===== config.mk =====
export PLATFORM = sky130hd
export DESIGN_NAME = phy_mgmt_regfile
export DESIGN_NICKNAME = d
export VERILOG_FILES = /design/src/rtl/phy_mgmt_pkg.sv /design/src/rtl/phy_mgmt_select.sv /design/src/rtl/phy_mgmt_regs.sv /design/src/rtl/phy_mgmt_rdmux.sv /design/src/rtl/phy_mgmt_regfile.sv
export SDC_FILE = /design/constraint.sdc
export NUM_CORES = 1
export LEC_CHECK = 0
export BUFFER_PORTS_ARGS = -buffer_cell sky130_fd_sc_hd__buf_2
export CORE_MARGIN = 2
export CORE_UTILIZATION = 32
export DETAILED_ROUTE_END_ITERATION = 10
export HOLD_SLACK_MARGIN = 0.03
export PLACE_DENSITY_LB_ADDON = 0.05
export SYNTH_ARGS = -nofsm -noshare
export SYNTH_HDL_FRONTEND = slang
export SYNTH_HIERARCHICAL = 1
export SYNTH_SLANG_ARGS = --single-unit

===== constraint.sdc =====
create_clock -name clk -period 2.02 [get_ports clk]
set_clock_uncertainty 0.1 [all_clocks]
set_input_delay 0.606 -clock clk [delete_from_list [all_inputs] [get_ports clk]]
set_output_delay 0.606 -clock clk [all_outputs]
set_load 0.005 [all_outputs]

===== src/rtl/phy_mgmt_pkg.sv =====
package phy_mgmt_pkg;

    typedef struct packed {
        logic [7:0] phy;
        logic [7:0] idx;
    } sel_t;

    localparam logic [7:0] IX_CTL   = 8'd0;
    localparam logic [7:0] IX_STAT  = 8'd1;
    localparam logic [7:0] IX_ID_HI = 8'd2;
    localparam logic [7:0] IX_ID_LO = 8'd3;
    localparam logic [7:0] IX_ADV   = 8'd4;
    localparam logic [7:0] IX_LPA   = 8'd5;

    localparam int CTL_SOFT_RST_BIT = 15;
    localparam int ST_LINK_BIT      = 2;
    localparam int ST_ANDONE_BIT    = 5;

    localparam logic [15:0] CTL_DEFAULT = 16'h3100;
    localparam logic [15:0] ADV_DEFAULT = 16'h01E1;
    localparam logic [15:0] ST_CAPS     = 16'h7848;
    localparam logic [15:0] LPA_UP      = 16'h01E1;
    localparam logic [15:0] LPA_DOWN    = 16'h0080;
    localparam logic [15:0] NOBODY      = 16'hFFFF;

    function automatic logic [15:0] status_word(input logic up);
        logic [15:0] w;
        w = ST_CAPS;
        w[ST_LINK_BIT]   = up;
        w[ST_ANDONE_BIT] = up;
        return w;
    endfunction

    function automatic logic [15:0] partner_word(input logic up);
        return up ? LPA_UP : LPA_DOWN;
    endfunction

endpackage


===== src/rtl/phy_mgmt_select.sv =====
module phy_mgmt_select
    import phy_mgmt_pkg::*;
#(
    parameter int         SEL_W    = 16,
    parameter int         ADDR_LSB = 8,
    parameter int         IDX_LSB  = 0,
    parameter logic [7:0] PHY_ADDR = 8'd1
) (
    input  logic             clk,
    input  logic             rst,
    input  logic             sel_we,
    input  logic [SEL_W-1:0] sel_wdata,
    output sel_t             sel,
    output logic             hit
);
    sel_t sel_q;

    always_ff @(posedge clk) begin
        if (rst) begin
            sel_q <= '0;
        end else if (sel_we) begin
            sel_q.phy <= sel_wdata[ADDR_LSB +: 8];
            sel_q.idx <= sel_wdata[IDX_LSB +: 8];
        end
    end

    assign sel = sel_q;
    assign hit = (sel_q.phy == PHY_ADDR);

    // the selector follows the bus word on the edge where it is loaded
    a_r10_sel_load: assert property (@(posedge clk) disable iff (rst)
        sel_we |=> sel.idx == $past(sel_wdata[IDX_LSB +: 8]));
endmodule


===== src/rtl/phy_mgmt_regs.sv =====
module phy_mgmt_regs
    import phy_mgmt_pkg::*;
(
    input  logic        clk,
    input  logic        rst,
    input  sel_t        sel,
    input  logic        hit,
    input  logic        wr_stb,
    input  logic [15:0] wr_data,
    input  logic        link_ok,
    output logic [15:0] ctl_o,
    output logic [15:0] adv_o,
    output logic [15:0] stat_o,
    output logic [15:0] lpa_o
);
    logic [15:0] ctl_q, adv_q;
    logic        link_q;
    logic        wr_ctl, wr_adv;

    assign wr_ctl = wr_stb && hit && (sel.idx == IX_CTL);
    assign wr_adv = wr_stb && hit && (sel.idx == IX_ADV);

    always_ff @(posedge clk) begin
        link_q <= link_ok;
        if (rst) begin
            ctl_q <= CTL_DEFAULT;
            adv_q <= ADV_DEFAULT;
        end else if (wr_ctl && wr_data[CTL_SOFT_RST_BIT]) begin
            ctl_q <= CTL_DEFAULT;
            adv_q <= ADV_DEFAULT;
        end else begin
            if (wr_ctl) ctl_q <= wr_data;
            if (wr_adv) adv_q <= wr_data;
        end
    end

    assign ctl_o  = ctl_q;
    assign adv_o  = adv_q;
    assign stat_o = status_word(link_q);
    assign lpa_o  = partner_word(link_q);

    // defaults present on the first cycle after reset
    a_r2_reset_defaults: assert property (@(posedge clk)
        rst |=> (ctl_o == CTL_DEFAULT) && (adv_o == ADV_DEFAULT));
    // soft reset reloads instead of storing
    a_r5_soft_reset: assert property (@(posedge clk) disable iff (rst)
        (wr_ctl && wr_data[CTL_SOFT_RST_BIT]) |=>
            (ctl_o == CTL_DEFAULT) && (adv_o == ADV_DEFAULT));
    // link up reaches status on the next edge
    a_r3_link_up: assert property (@(posedge clk) disable iff (rst)
        link_ok |=> stat_o[ST_LINK_BIT] && stat_o[ST_ANDONE_BIT] && (lpa_o == LPA_UP));
    // link down clears status bits and reduces partner ability
    a_r4_link_down: assert property (@(posedge clk) disable iff (rst)
        !link_ok |=> !stat_o[ST_LINK_BIT] && !stat_o[ST_ANDONE_BIT] && (lpa_o == LPA_DOWN));
endmodule


===== src/rtl/phy_mgmt_rdmux.sv =====
module phy_mgmt_rdmux
    import phy_mgmt_pkg::*;
#(
    parameter logic [15:0] ID_HI = 16'h0141,
    parameter logic [15:0] ID_LO = 16'h0C25
) (
    input  sel_t        sel,
    input  logic        hit,
    input  logic [15:0] ctl,
    input  logic [15:0] stat,
    input  logic [15:0] adv,
    input  logic [15:0] lpa,
    output logic [15:0] rd
);
    always_comb begin
        rd = 16'h0000;
        if (!hit) begin
            rd = NOBODY;
        end else begin
            case (sel.idx)
                IX_CTL:   rd = ctl;
                IX_STAT:  rd = stat;
                IX_ID_HI: rd = ID_HI;
                IX_ID_LO: rd = ID_LO;
                IX_ADV:   rd = adv;
                IX_LPA:   rd = lpa;
                default:  rd = 16'h0000;
            endcase
        end
    end
endmodule


===== src/rtl/phy_mgmt_regfile.sv =====
module phy_mgmt_regfile
    import phy_mgmt_pkg::*;
#(
    parameter logic [7:0]  PHY_ADDR = 8'd1,
    parameter logic [15:0] ID_HI    = 16'h0141,
    parameter logic [15:0] ID_LO    = 16'h0C25,
    parameter int          SEL_W    = 16,
    parameter int          ADDR_LSB = 8,
    parameter int          IDX_LSB  = 0
) (
    input  logic             clk,
    input  logic             rst,
    input  logic             sel_we,
    input  logic [SEL_W-1:0] sel_wdata,
    input  logic             wr_stb,
    input  logic [15:0]      wr_data,
    input  logic             link_ok,
    output logic [15:0]      rd_data
);
    sel_t        sel;
    logic        hit;
    logic [15:0] ctl, adv, stat, lpa;

    phy_mgmt_select #(
        .SEL_W(SEL_W), .ADDR_LSB(ADDR_LSB), .IDX_LSB(IDX_LSB), .PHY_ADDR(PHY_ADDR)
    ) u_sel (
        .clk(clk), .rst(rst), .sel_we(sel_we), .sel_wdata(sel_wdata),
        .sel(sel), .hit(hit)
    );

    phy_mgmt_regs u_regs (
        .clk(clk), .rst(rst), .sel(sel), .hit(hit), .wr_stb(wr_stb),
        .wr_data(wr_data), .link_ok(link_ok),
        .ctl_o(ctl), .adv_o(adv), .stat_o(stat), .lpa_o(lpa)
    );

    phy_mgmt_rdmux #(.ID_HI(ID_HI), .ID_LO(ID_LO)) u_mux (
        .sel(sel), .hit(hit), .ctl(ctl), .stat(stat), .adv(adv), .lpa(lpa),
        .rd(rd_data)
    );

    // a write aimed at another PHY leaves the stored registers untouched
    a_r1_foreign_write: assert property (@(posedge clk) disable iff (rst)
        (wr_stb && !hit) |=> $stable(ctl) && $stable(adv));
    // writes to indices other than control and advertisement touch nothing
    a_r7_readonly_write: assert property (@(posedge clk) disable iff (rst)
        (wr_stb && sel.idx != IX_CTL && sel.idx != IX_ADV) |=> $stable(ctl) && $stable(adv));
endmodule


==> impl_metrics.xml, run 1 <==
<?xml version="1.0" encoding="UTF-8"?>
<metrics>
  <group name="status">
    <metric name="outcome" unit="">finished with violations</metric>
    <metric name="violations" unit="">negative setup slack</metric>
  </group>
  <group name="timing">
    <metric name="final-max-slew-violation-count" unit="">0</metric>
    <metric name="setup_total_negative_slack" unit="ns">-7.23</metric>
    <metric name="timing.final.hold_violations" unit="">0</metric>
    <metric name="finalSetupViolCount" unit="">43</metric>
    <metric name="fmaxAchievable" unit="MHz">419</metric>
    <metric name="postLayoutSetupSlackWorst" unit="ns">-0.368</metric>
    <metric name="min_clock_period_post_route" unit="ns">2.39</metric>
    <metric name="layout_worst_path_cycle_share" unit="">1.18</metric>
    <metric name="holdWs" unit="ns">0.308</metric>
    <metric name="rsz0062_at_grt" unit="">true</metric>
  </group>
  <group name="yosys">
    <metric name="yosys_warnings" unit="">6</metric>
    <metric name="synth_edf_count" unit="">0</metric>
    <metric name="synthesis.area" unit="µm²">2800</metric>
    <metric name="syn_avg_cell_area" unit="µm²">10.1</metric>
    <metric name="ys_seq_elements" unit="">49</metric>
    <metric name="synth-main-ff-cell" unit="">dfxtp_1</metric>
    <metric name="synth_cells" unit="">278</metric>
    <metric name="ys_seq_area_frac" unit="">0.351</metric>
    <metric name="synth_async_sr_flop_share" unit="">0</metric>
    <metric name="synth_cell_type_count" unit="">42</metric>
  </group>
  <group name="detailed_routing">
    <metric name="routed_via_density" unit="">4.46</metric>
    <metric name="totalWireLength" unit="mm">6.70</metric>
    <metric name="wl_per_cell" unit="µm">14.3</metric>
    <metric name="detail_route.drc_violations" unit="">0</metric>
    <metric name="drtIter0Drc" unit="">35</metric>
    <metric name="final_antenna_net_count" unit="">0</metric>
    <metric name="vias" unit="">2081</metric>
    <metric name="drt_pass1_iterations" unit="">4</metric>
  </group>
  <group name="global_route">
    <metric name="grt_pass1_wl" unit="mm">10.9</metric>
    <metric name="global_route.overflow_total" unit="">0</metric>
    <metric name="antenna_found_initial" unit="">0</metric>
    <metric name="grt_start_max_net_pins" unit="">18</metric>
    <metric name="first_global_vias" unit="">2128</metric>
    <metric name="grt_use_total" unit="">0.144</metric>
  </group>
  <group name="floorplanning">
    <metric name="fp.dieW" unit="µm">97.5</metric>
    <metric name="start_util" unit="">0.326</metric>
    <metric name="core_area" unit="µm²">8590</metric>
    <metric name="die-height" unit="µm">97.5</metric>
    <metric name="placement_rows" unit="">34</metric>
    <metric name="pin_count" unit="">53</metric>
    <metric name="die_outline_area" unit="µm²">9510</metric>
  </group>
  <group name="final_layout">
    <metric name="mostFrequentLayoutCells" unit="">52 x buf_2, 50 x mux2i_1, 43 x dfxtp_1, 32 x nor2_1, 27 x buf_4</metric>
    <metric name="layout.nets" unit="">395</metric>
    <metric name="layout_commonest_cell" unit="">buf_2</metric>
    <metric name="layout-area-overhead-vs-synth" unit="%">30.4</metric>
    <metric name="diodes" unit="">0</metric>
    <metric name="fillCellCount" unit="">887</metric>
    <metric name="layout-drive-gt1-share" unit="">0.437</metric>
  </group>
  <group name="clock_network">
    <metric name="clk_latency" unit="ns">0.29</metric>
    <metric name="tritoncts" unit="">built</metric>
    <metric name="htree_levels" unit="">2</metric>
    <metric name="numClockSinks" unit="">49</metric>
    <metric name="clockBufferDepth" unit="">2</metric>
    <metric name="hold_buffers" unit="">0</metric>
    <metric name="clk_root_buffer_cell" unit="">clkbuf_8</metric>
    <metric name="clk_pin_slew" unit="ns">0.09</metric>
    <metric name="cts_inserted_buffers" unit="">5</metric>
  </group>
  <group name="worst_setup_path">
    <metric name="critical_path_arrival" unit="ns">1.68</metric>
    <metric name="worst-endpoint-required" unit="ns">1.31</metric>
    <metric name="worst-setup-path-type" unit="">flop to output port</metric>
    <metric name="critPathMaxFanout" unit="">6</metric>
    <metric name="crit_path_start_kind" unit="">flop</metric>
    <metric name="cp-end-kind" unit="">output port</metric>
  </group>
  <group name="pwr">
    <metric name="power.sequential.fraction" unit="">0.469</metric>
    <metric name="total_power" unit="mW">2.15</metric>
    <metric name="net-switching-power" unit="mW">0.538</metric>
    <metric name="power.share.combinational" unit="">0.188</metric>
    <metric name="switching_share" unit="">0.251</metric>
    <metric name="p_leak" unit="nW">1.70</metric>
    <metric name="total_power_density_per_cell_area" unit="nW/µm²">589</metric>
    <metric name="share_of_total_power_in_the_clock_network" unit="">0.344</metric>
    <metric name="p_int" unit="mW">1.61</metric>
    <metric name="vdd_drop_max" unit="mV">0.230</metric>
  </group>
  <group name="place">
    <metric name="detailedPlace.worstSlack" unit="ns">-0.161</metric>
    <metric name="place.gp.congestion" unit="">0.707</metric>
    <metric name="place_hpwl" unit="mm">4.73</metric>
    <metric name="io_buffers" unit="">52</metric>
  </group>
  <group name="hold_path">
    <metric name="min_path_type" unit="">input port to flop</metric>
  </group>
  <group name="job">
    <metric name="total_of_max_cap_violations" unit="">0</metric>
  </group>
</metrics>
critical path, stage by stage, from the launching register on:
cell and delay [ns]:
dfxtp_2 0.33, nor4_2 0.28, and4b_2 0.31, buf_12 0.13, o221a_1 0.18, a21oi_2 0.03
buf_2 0.12
Yosys cell counts, types with 2 or more instances:
cell type  instances  area, µm²
nor2_1            41        154
buf_12             3       60.1
inv_1              4       15.0
buf_2              5       25.0
mux4_1             4        105
o21a_1             4       30.0
mux2_2             2       22.5
o22a_1             5       43.8
conb_1             2       7.51
buf_4             33        248
dfxtp_1           49        981
mux4_2             5        113
o21ai_1           12       60.1
a21oi_1           10       50.1
nor3b_1            2       15.0
clkinv_1           5       18.8
o21ai_0            2       10.0
clkbuf_1           2       7.51
o221a_1            2       22.5
buf_6              5       56.3
nand2_1            9       33.8
mux2i_1           52        521
metrics by stage:
step / cell area (µm²) / util / cells
after floorplan: 2890 / - / 302
after global placement: 3200 / 0.373 / 444
after detailed placement: 3200 / 0.373 / 444
after CTS: 3480 / 0.406 / 461
after global routing: 3650 / 0.425 / 467
final: 3650 / 0.425 / 467
area by class of cell:
cell class	count	area [µm²]	area share
clock buffers	7	86.3	0.0237
flip-flops and latches	49	991	0.272
inverters	9	33.8	0.00926
clock inverters	1	30.0	0.00823
multi-input cells	194	1580	0.433
well taps	108	135	0.0370
repair buffers	99	793	0.217
power by group through the flow:
stage	Clock (mW)	Combinational, mW	Sequential (mW)
finish	0.738	0.403	1.01
floorplan	0	0.238	1.03
global route	0.810	0.441	1.01
CTS	0.764	0.371	1.01
detailed placement	0	0.340	1.03
global placement	0	0.338	1.03
final timing paths:
check	from	end	slack (ns)	cells after the start
max	u_sel/sel[13]	rd_data[6]	-0.37	6
min	link_ok	u_regs/link_q	0.31	1
max reg2reg	u_sel/sel[13]	u_regs/ctl_o[7]	-0.17	11
min reg2reg	u_regs/adv_o[8]	u_regs/adv_o[8]	0.38	2
per-layer routing:
layer  vias to the layer above  global-route usage  part of all wire
met4                         0              0.0321            0.0066
met1                       988               0.193              0.48
met3                         2              0.0331             0.032
li1                       1064                   -                 -
met5                         -                   0                 0
met2                        27               0.237              0.48
registers in the layout (all words and copies together), names as in the netlist:
signal         flops
u_regs/link_q      1
u_regs/ctl_o      16
u_regs/adv_o      16
u_sel/sel         16
timing repair:
| item | CTS | global route |
|---|---|---|
| pin swaps | 3 | 27 |
| hold endpoints to repair | 0 | 0 |
| setup buffers | 8 | 8 |
| gates resized for setup | 27 | 39 |
| gates cloned | 1 | 2 |
| setup endpoints to repair | 48 | 48 |
cell families (layout without fill, tap and decap cells):
logic type | after synthesis | in the layout | share of synthesized area
buffers and inverters | 59 | 116 | 0.158
muxes | 63 | 63 | 0.272
AOI/OAI and AO/OA | 38 | 38 | 0.0872
other | 2 | 26 | 0.00268
DFF | 49 | 49 | 0.351
and+or+nand+nor | 67 | 67 | 0.130
No activity file was read; power rests on OpenSTA's default activity.
==> run 2, diff against run 1 <==
==> constraint.sdc (replaced) <==
create_clock -name clk -period 2.65 [get_ports clk]
set_clock_uncertainty 0.1 [all_clocks]
set_input_delay 0.795 -clock clk [delete_from_list [all_inputs] [get_ports clk]]
set_output_delay 0.795 -clock clk [all_outputs]
set_load 0.005 [all_outputs]
==> impl_metrics.xml, run 2 (synthesized netlist as in run 1, its figures left out) <==
<?xml version="1.0" encoding="UTF-8"?>
<metrics>
  <group name="worst_setup_path">
    <metric name="worstReg2RegEnd" unit="">u_regs/adv_o[7]</metric>
    <metric name="timing.critical_path.slowest_stage_cell" unit="">mux4_2</metric>
    <metric name="critPathMaxFanout" unit="">11</metric>
    <metric name="worst-r2r-setup-slack" unit="ns">0.60</metric>
    <metric name="crit_family" unit="">multiplexers</metric>
    <metric name="crit_path_start_kind" unit="">flop</metric>
    <metric name="cp.buffers_inverters" unit="">3</metric>
    <metric name="worst_r2r_startpoint" unit="">u_sel/sel[10]</metric>
    <metric name="cpPeakStageDelay" unit="ns">0.49</metric>
    <metric name="worst-endpoint-required" unit="ns">1.76</metric>
    <metric name="r2r_cells" unit="">8</metric>
    <metric name="critical_path_arrival" unit="ns">1.70</metric>
    <metric name="cp-end-kind" unit="">output port</metric>
    <metric name="timing.critical_path.cells" unit="">bufbuf_16 &gt; mux4_2 &gt; clkinv_1 &gt; o21ai_1 &gt; buf_2</metric>
    <metric name="worst-setup-path-type" unit="">flop to output port</metric>
  </group>
  <group name="floorplanning">
    <metric name="die-height" unit="µm">97.5</metric>
    <metric name="fp.dieW" unit="µm">97.5</metric>
    <metric name="pin_count" unit="">53</metric>
    <metric name="placement_rows" unit="">34</metric>
    <metric name="core_area" unit="µm²">8590</metric>
    <metric name="die_outline_area" unit="µm²">9510</metric>
    <metric name="start_util" unit="">0.326</metric>
  </group>
  <group name="job">
    <metric name="total_of_max_cap_violations" unit="">0</metric>
  </group>
  <group name="final_layout">
    <metric name="layout-area-overhead-vs-synth" unit="%">16.1</metric>
    <metric name="layout-drive-gt1-share" unit="">0.326</metric>
    <metric name="fin_area" unit="µm²">3250</metric>
    <metric name="mostFrequentLayoutCells" unit="">52 x buf_2, 52 x mux2i_1, 44 x dfxtp_1, 41 x nor2_1, 26 x conb_1</metric>
    <metric name="layout.nets" unit="">367</metric>
    <metric name="diodes" unit="">0</metric>
    <metric name="fin_util" unit="">0.378</metric>
  </group>
  <group name="clock_network">
    <metric name="clk_latency" unit="ns">0.30</metric>
    <metric name="clk_pin_slew" unit="ns">0.10</metric>
    <metric name="tritoncts" unit="">built</metric>
    <metric name="numClockSinks" unit="">49</metric>
    <metric name="clk_root_buffer_cell" unit="">clkbuf_8</metric>
    <metric name="clockBufferDepth" unit="">2</metric>
    <metric name="htree_levels" unit="">2</metric>
    <metric name="cts_inserted_buffers" unit="">5</metric>
  </group>
  <group name="global_route">
    <metric name="first_global_vias" unit="">1936</metric>
    <metric name="global_route.overflow_total" unit="">0</metric>
    <metric name="antenna_found_initial" unit="">0</metric>
    <metric name="grt_pass1_wl" unit="mm">10.1</metric>
    <metric name="grt_start_max_net_pins" unit="">24</metric>
    <metric name="grt_use_total" unit="">0.133</metric>
  </group>
  <group name="place">
    <metric name="place.gp.congestion" unit="">0.672</metric>
    <metric name="io_buffers" unit="">52</metric>
    <metric name="place_hpwl" unit="mm">4.27</metric>
    <metric name="detailedPlace.worstSlack" unit="ns">0.253</metric>
    <metric name="dpl-instance-area" unit="µm²">2990</metric>
  </group>
  <group name="timing">
    <metric name="relative_slew_margins" unit="">0.371</metric>
    <metric name="rsz0062_at_grt" unit="">true</metric>
    <metric name="holdWs" unit="ns">0.380</metric>
    <metric name="fmaxAchievable" unit="MHz">385</metric>
    <metric name="layout_worst_path_cycle_share" unit="">0.979</metric>
    <metric name="final-max-slew-violation-count" unit="">0</metric>
    <metric name="postLayoutSetupSlackWorst" unit="ns">0.0548</metric>
    <metric name="min_clock_period_post_route" unit="ns">2.60</metric>
    <metric name="setup_total_negative_slack" unit="ns">0</metric>
    <metric name="slew_worst_pin" unit="ns">0.931</metric>
    <metric name="timing.final.hold_violations" unit="">0</metric>
    <metric name="finalSetupViolCount" unit="">0</metric>
  </group>
  <group name="status">
    <metric name="outcome" unit="">completed</metric>
  </group>
  <group name="hold_path">
    <metric name="hold-path-cell-count" unit="">2</metric>
    <metric name="holdCritStartpoint" unit="">u_regs/ctl_o[12]</metric>
    <metric name="min_delay_worst_endpoint" unit="">u_regs/ctl_o[12]</metric>
    <metric name="min_path_type" unit="">flop to flop</metric>
  </group>
  <group name="detailed_routing">
    <metric name="final_antenna_net_count" unit="">0</metric>
    <metric name="drtIter0Drc" unit="">41</metric>
    <metric name="detail_route.drc_violations" unit="">0</metric>
    <metric name="routed_via_density" unit="">4.54</metric>
    <metric name="wl_per_cell" unit="µm">14.5</metric>
    <metric name="drt_pass1_iterations" unit="">4</metric>
    <metric name="vias" unit="">1992</metric>
    <metric name="totalWireLength" unit="mm">6.35</metric>
  </group>
  <group name="pwr">
    <metric name="vdd_drop_max" unit="mV">0.191</metric>
    <metric name="p_leak" unit="nW">1.55</metric>
    <metric name="total_power_density_per_cell_area" unit="nW/µm²">450</metric>
  </group>
</metrics>
run 2: per-stage QoR:
stage / std cells / power (mW)
floorplan: 302 / 0.963
global placement: 422 / 1.00
detailed placement: 422 / 1.00
CTS: 431 / 1.48
global route: 439 / 1.54
finish: 439 / 1.46
run 2: repair_timing:
item                                    in CTS  in global routing
gates cloned                                 1                  1
setup buffers                                0                  7
pin swaps                                    1                  1
hold buffers                                 0                  0
endpoints found under the setup margin      11                 12
resized for setup                            6                 17
run 2: layout make-up:
type	instances	area (µm²)
Clock buffer	6	72.6
Multi-Input combinational cell	194	1510
Sequential cell	49	990
Clock inverter	2	15.0
Tap cell	108	135
Inverter	9	33.8
Timing Repair Buffer	71	490
Fill cell	911	5350
run 2: worst min-delay path: cells and delay by family, from the launching register on:
kind,cells,cell delay (ns)
simple gates,1,0.05
mux,1,0.07
flops,1,0.34
run 2: power by group:
part / internal (mW) / total [mW] / switching [mW] / leakage (nW)
clock: 0.187 / 0.449 / 0.262 / 0.0374
combinational: 0.121 / 0.238 / 0.118 / 1.12
sequential: 0.753 / 0.774 / 0.0209 / 0.401
total: 1.06 / 1.46 / 0.401 / 1.55
run 2: layer usage:
| layer | wire, µm | vias to the layer above | GRT usage | share of wire |
|---|---|---|---|---|
| met1 | 3160 | 943 | 0.178 | 0.50 |
| met3 | 190 | 5 | 0.0302 | 0.030 |
| met4 | 53 | 0 | 0.0363 | 0.0083 |
| met2 | 2950 | 30 | 0.218 | 0.46 |
| met5 | 0 | - | 0 | 0 |
| li1 | - | 1014 | - | - |
run 2: worst max path at each step:
stage	start	to	slack [ns]	depth (start not counted)
after floorplan	u_sel/sel[10]	rd_data[10]	0.28	5
after global placement	u_sel/sel[1]	rd_data[6]	0.25	5
after detailed placement	u_sel/sel[0]	rd_data[6]	0.25	6
after CTS	u_sel/sel[3]	rd_data[3]	0.002	6
after global routing	u_sel/sel[3]	rd_data[12]	-0.02	6
final	u_sel/sel[0]	rd_data[7]	0.05	5
==> run 3, diff against run 2 <==
--- a/config.mk
+++ b/config.mk
@@ -8,6 +8,7 @@
 export BUFFER_PORTS_ARGS = -buffer_cell sky130_fd_sc_hd__buf_2
 export CORE_MARGIN = 2
 export CORE_UTILIZATION = 32
+export CTS_BUF_LIST = sky130_fd_sc_hd__clkbuf_8 sky130_fd_sc_hd__clkbuf_16
 export DETAILED_ROUTE_END_ITERATION = 10
 export HOLD_SLACK_MARGIN = 0.03
 export PLACE_DENSITY_LB_ADDON = 0.05
==> impl_metrics.xml, run 3 (synthesized netlist as in run 1, its figures left out) <==
<?xml version="1.0" encoding="UTF-8"?>
<metrics>
  <group name="clock_network">
    <metric name="tritoncts" unit="">built</metric>
    <metric name="clk_pin_slew" unit="ns">0.10</metric>
    <metric name="numClockSinks" unit="">49</metric>
    <metric name="clk_root_buffer_cell" unit="">clkbuf_8</metric>
    <metric name="clockBufferDepth" unit="">2</metric>
    <metric name="htree_levels" unit="">2</metric>
    <metric name="clk_latency" unit="ns">0.30</metric>
    <metric name="hold_buffers" unit="">0</metric>
    <metric name="cts_inserted_buffers" unit="">5</metric>
  </group>
  <group name="pwr">
    <metric name="total_power" unit="mW">1.46</metric>
    <metric name="p_leak" unit="nW">1.56</metric>
    <metric name="total_power_density_per_cell_area" unit="nW/µm²">449</metric>
    <metric name="vdd_drop_max" unit="mV">0.191</metric>
  </group>
  <group name="floorplanning">
    <metric name="placement_rows" unit="">34</metric>
    <metric name="start_util" unit="">0.326</metric>
    <metric name="die-height" unit="µm">97.5</metric>
    <metric name="pin_count" unit="">53</metric>
    <metric name="core_area" unit="µm²">8590</metric>
    <metric name="fp.dieW" unit="µm">97.5</metric>
    <metric name="die_outline_area" unit="µm²">9510</metric>
  </group>
  <group name="worst_setup_path">
    <metric name="critPathMaxFanout" unit="">11</metric>
    <metric name="worst_r2r_startpoint" unit="">u_sel/sel[10]</metric>
    <metric name="critical_path_arrival" unit="ns">1.70</metric>
    <metric name="worst-endpoint-required" unit="ns">1.76</metric>
    <metric name="r2r_cells" unit="">8</metric>
    <metric name="crit_path_start_kind" unit="">flop</metric>
    <metric name="cp-end-kind" unit="">output port</metric>
    <metric name="worst-setup-path-type" unit="">flop to output port</metric>
    <metric name="critPathLaunch" unit="">u_sel/sel[0]</metric>
  </group>
  <group name="detailed_routing">
    <metric name="wl_met2" unit="mm">2.95</metric>
    <metric name="final_antenna_net_count" unit="">0</metric>
    <metric name="vias" unit="">1992</metric>
    <metric name="drtIter0Drc" unit="">41</metric>
    <metric name="wl_per_cell" unit="µm">14.5</metric>
    <metric name="routed-wl-met3" unit="µm">190</metric>
    <metric name="totalWireLength" unit="mm">6.35</metric>
    <metric name="detail_route.drc_violations" unit="">0</metric>
    <metric name="routed_via_density" unit="">4.54</metric>
    <metric name="wirelength_met1" unit="mm">3.16</metric>
    <metric name="routed.top_layer" unit="">met4</metric>
    <metric name="drt_pass1_iterations" unit="">4</metric>
  </group>
  <group name="hold_path">
    <metric name="hold-path-cell-count" unit="">2</metric>
    <metric name="holdCritStartpoint" unit="">u_regs/ctl_o[12]</metric>
    <metric name="min_path_type" unit="">flop to flop</metric>
  </group>
  <group name="global_route">
    <metric name="antenna_found_initial" unit="">0</metric>
    <metric name="grt_start_max_net_pins" unit="">24</metric>
    <metric name="global_route.overflow_total" unit="">0</metric>
    <metric name="grt_use_total" unit="">0.133</metric>
    <metric name="grt_pass1_wl" unit="mm">10.1</metric>
    <metric name="first_global_vias" unit="">1936</metric>
  </group>
  <group name="timing">
    <metric name="layout_worst_path_cycle_share" unit="">0.979</metric>
    <metric name="finalSetupViolCount" unit="">0</metric>
    <metric name="fmaxAchievable" unit="MHz">385</metric>
    <metric name="relative_slew_margins" unit="">0.371</metric>
    <metric name="min_clock_period_post_route" unit="ns">2.60</metric>
    <metric name="slew_worst_pin" unit="ns">0.931</metric>
    <metric name="final-max-slew-violation-count" unit="">0</metric>
    <metric name="holdWs" unit="ns">0.380</metric>
    <metric name="timing.final.hold_violations" unit="">0</metric>
    <metric name="rsz0062_at_grt" unit="">true</metric>
  </group>
  <group name="final_layout">
    <metric name="diodes" unit="">0</metric>
    <metric name="mostFrequentLayoutCells" unit="">52 x buf_2, 52 x mux2i_1, 44 x dfxtp_1, 41 x nor2_1, 26 x conb_1</metric>
    <metric name="stdcell_count" unit="">439</metric>
    <metric name="layout-area-overhead-vs-synth" unit="%">16.1</metric>
    <metric name="fillCellCount" unit="">911</metric>
    <metric name="fin_area" unit="µm²">3250</metric>
    <metric name="layout-drive-gt1-share" unit="">0.326</metric>
    <metric name="layout.nets" unit="">367</metric>
  </group>
  <group name="job">
    <metric name="total_of_max_cap_violations" unit="">0</metric>
  </group>
  <group name="place">
    <metric name="place_hpwl" unit="mm">4.27</metric>
    <metric name="dpl-instance-area" unit="µm²">2990</metric>
    <metric name="dp.cells" unit="">422</metric>
    <metric name="io_buffers" unit="">52</metric>
    <metric name="place.gp.congestion" unit="">0.672</metric>
  </group>
  <group name="status">
    <metric name="outcome" unit="">completed</metric>
  </group>
</metrics>
-- run 3: cell count changes in the layout (fill, tap and decap cells not counted), sizes merged --
cell and delta:
clkbuf -1, inv +1
-- run 3: worst max-delay path, stage by stage (launching register included) --
cell and delay (ns):
dfxtp_4 0.40, bufbuf_16 0.29, mux4_2 0.49, clkinv_1 0.05
o21ai_1 0.05, buf_2 0.12
-- run 3: final cells by class --
type / count / area, µm² / share of cell area
Timing Repair Buffer: 71 / 490 / 0.151
Clock buffer: 5 / 68.8 / 0.0212
Clock inverter: 3 / 18.8 / 0.00578
Tap cell: 108 / 135 / 0.0416
Multi-Input combinational cell: 194 / 1510 / 0.465
Sequential cell: 49 / 990 / 0.305
Inverter: 9 / 33.8 / 0.0104
-- run 3: per-stage QoR --
stage                     utilization  setup slack [ns]  setup TNS, ns
after floorplan                     -             0.276              0
after global placement          0.348             0.253              0
after detailed placement        0.348             0.253              0
after CTS                       0.363           0.00202              0
after global routing            0.378           -0.0180         -0.111
final                           0.378            0.0548              0
-- run 3: repair_timing --
action / CTS / global route
resized for setup: 6 / 17
setup endpoints to repair: 12 / 12
pin swaps: 1 / 1
buffers inserted: 0 / 7
cloned: 1 / 1
-- run 3: power by group --
part | internal (mW) | leakage [nW] | switching, mW
logic | 0.121 | 1.12 | 0.118
clock network | 0.183 | 0.0416 | 0.263
registers | 0.753 | 0.401 | 0.0209
total | 1.06 | 1.56 | 0.401
-- run 3: path summary, 6_finish.rpt --
path              slack, ns          endpoint
setup / recovery       0.05        rd_data[7]
hold / removal         0.38  u_regs/ctl_o[12]
setup reg to reg       0.60   u_regs/adv_o[7]
hold reg to reg        0.38  u_regs/ctl_o[12]
-- run 3: per-layer routing --
layer / vias to the layer above / global-route usage
met3: 5 / 0.0302
met2: 30 / 0.218
met5: - / 0
met4: 0 / 0.0363
met1: 943 / 0.178
li1: 1014 / -
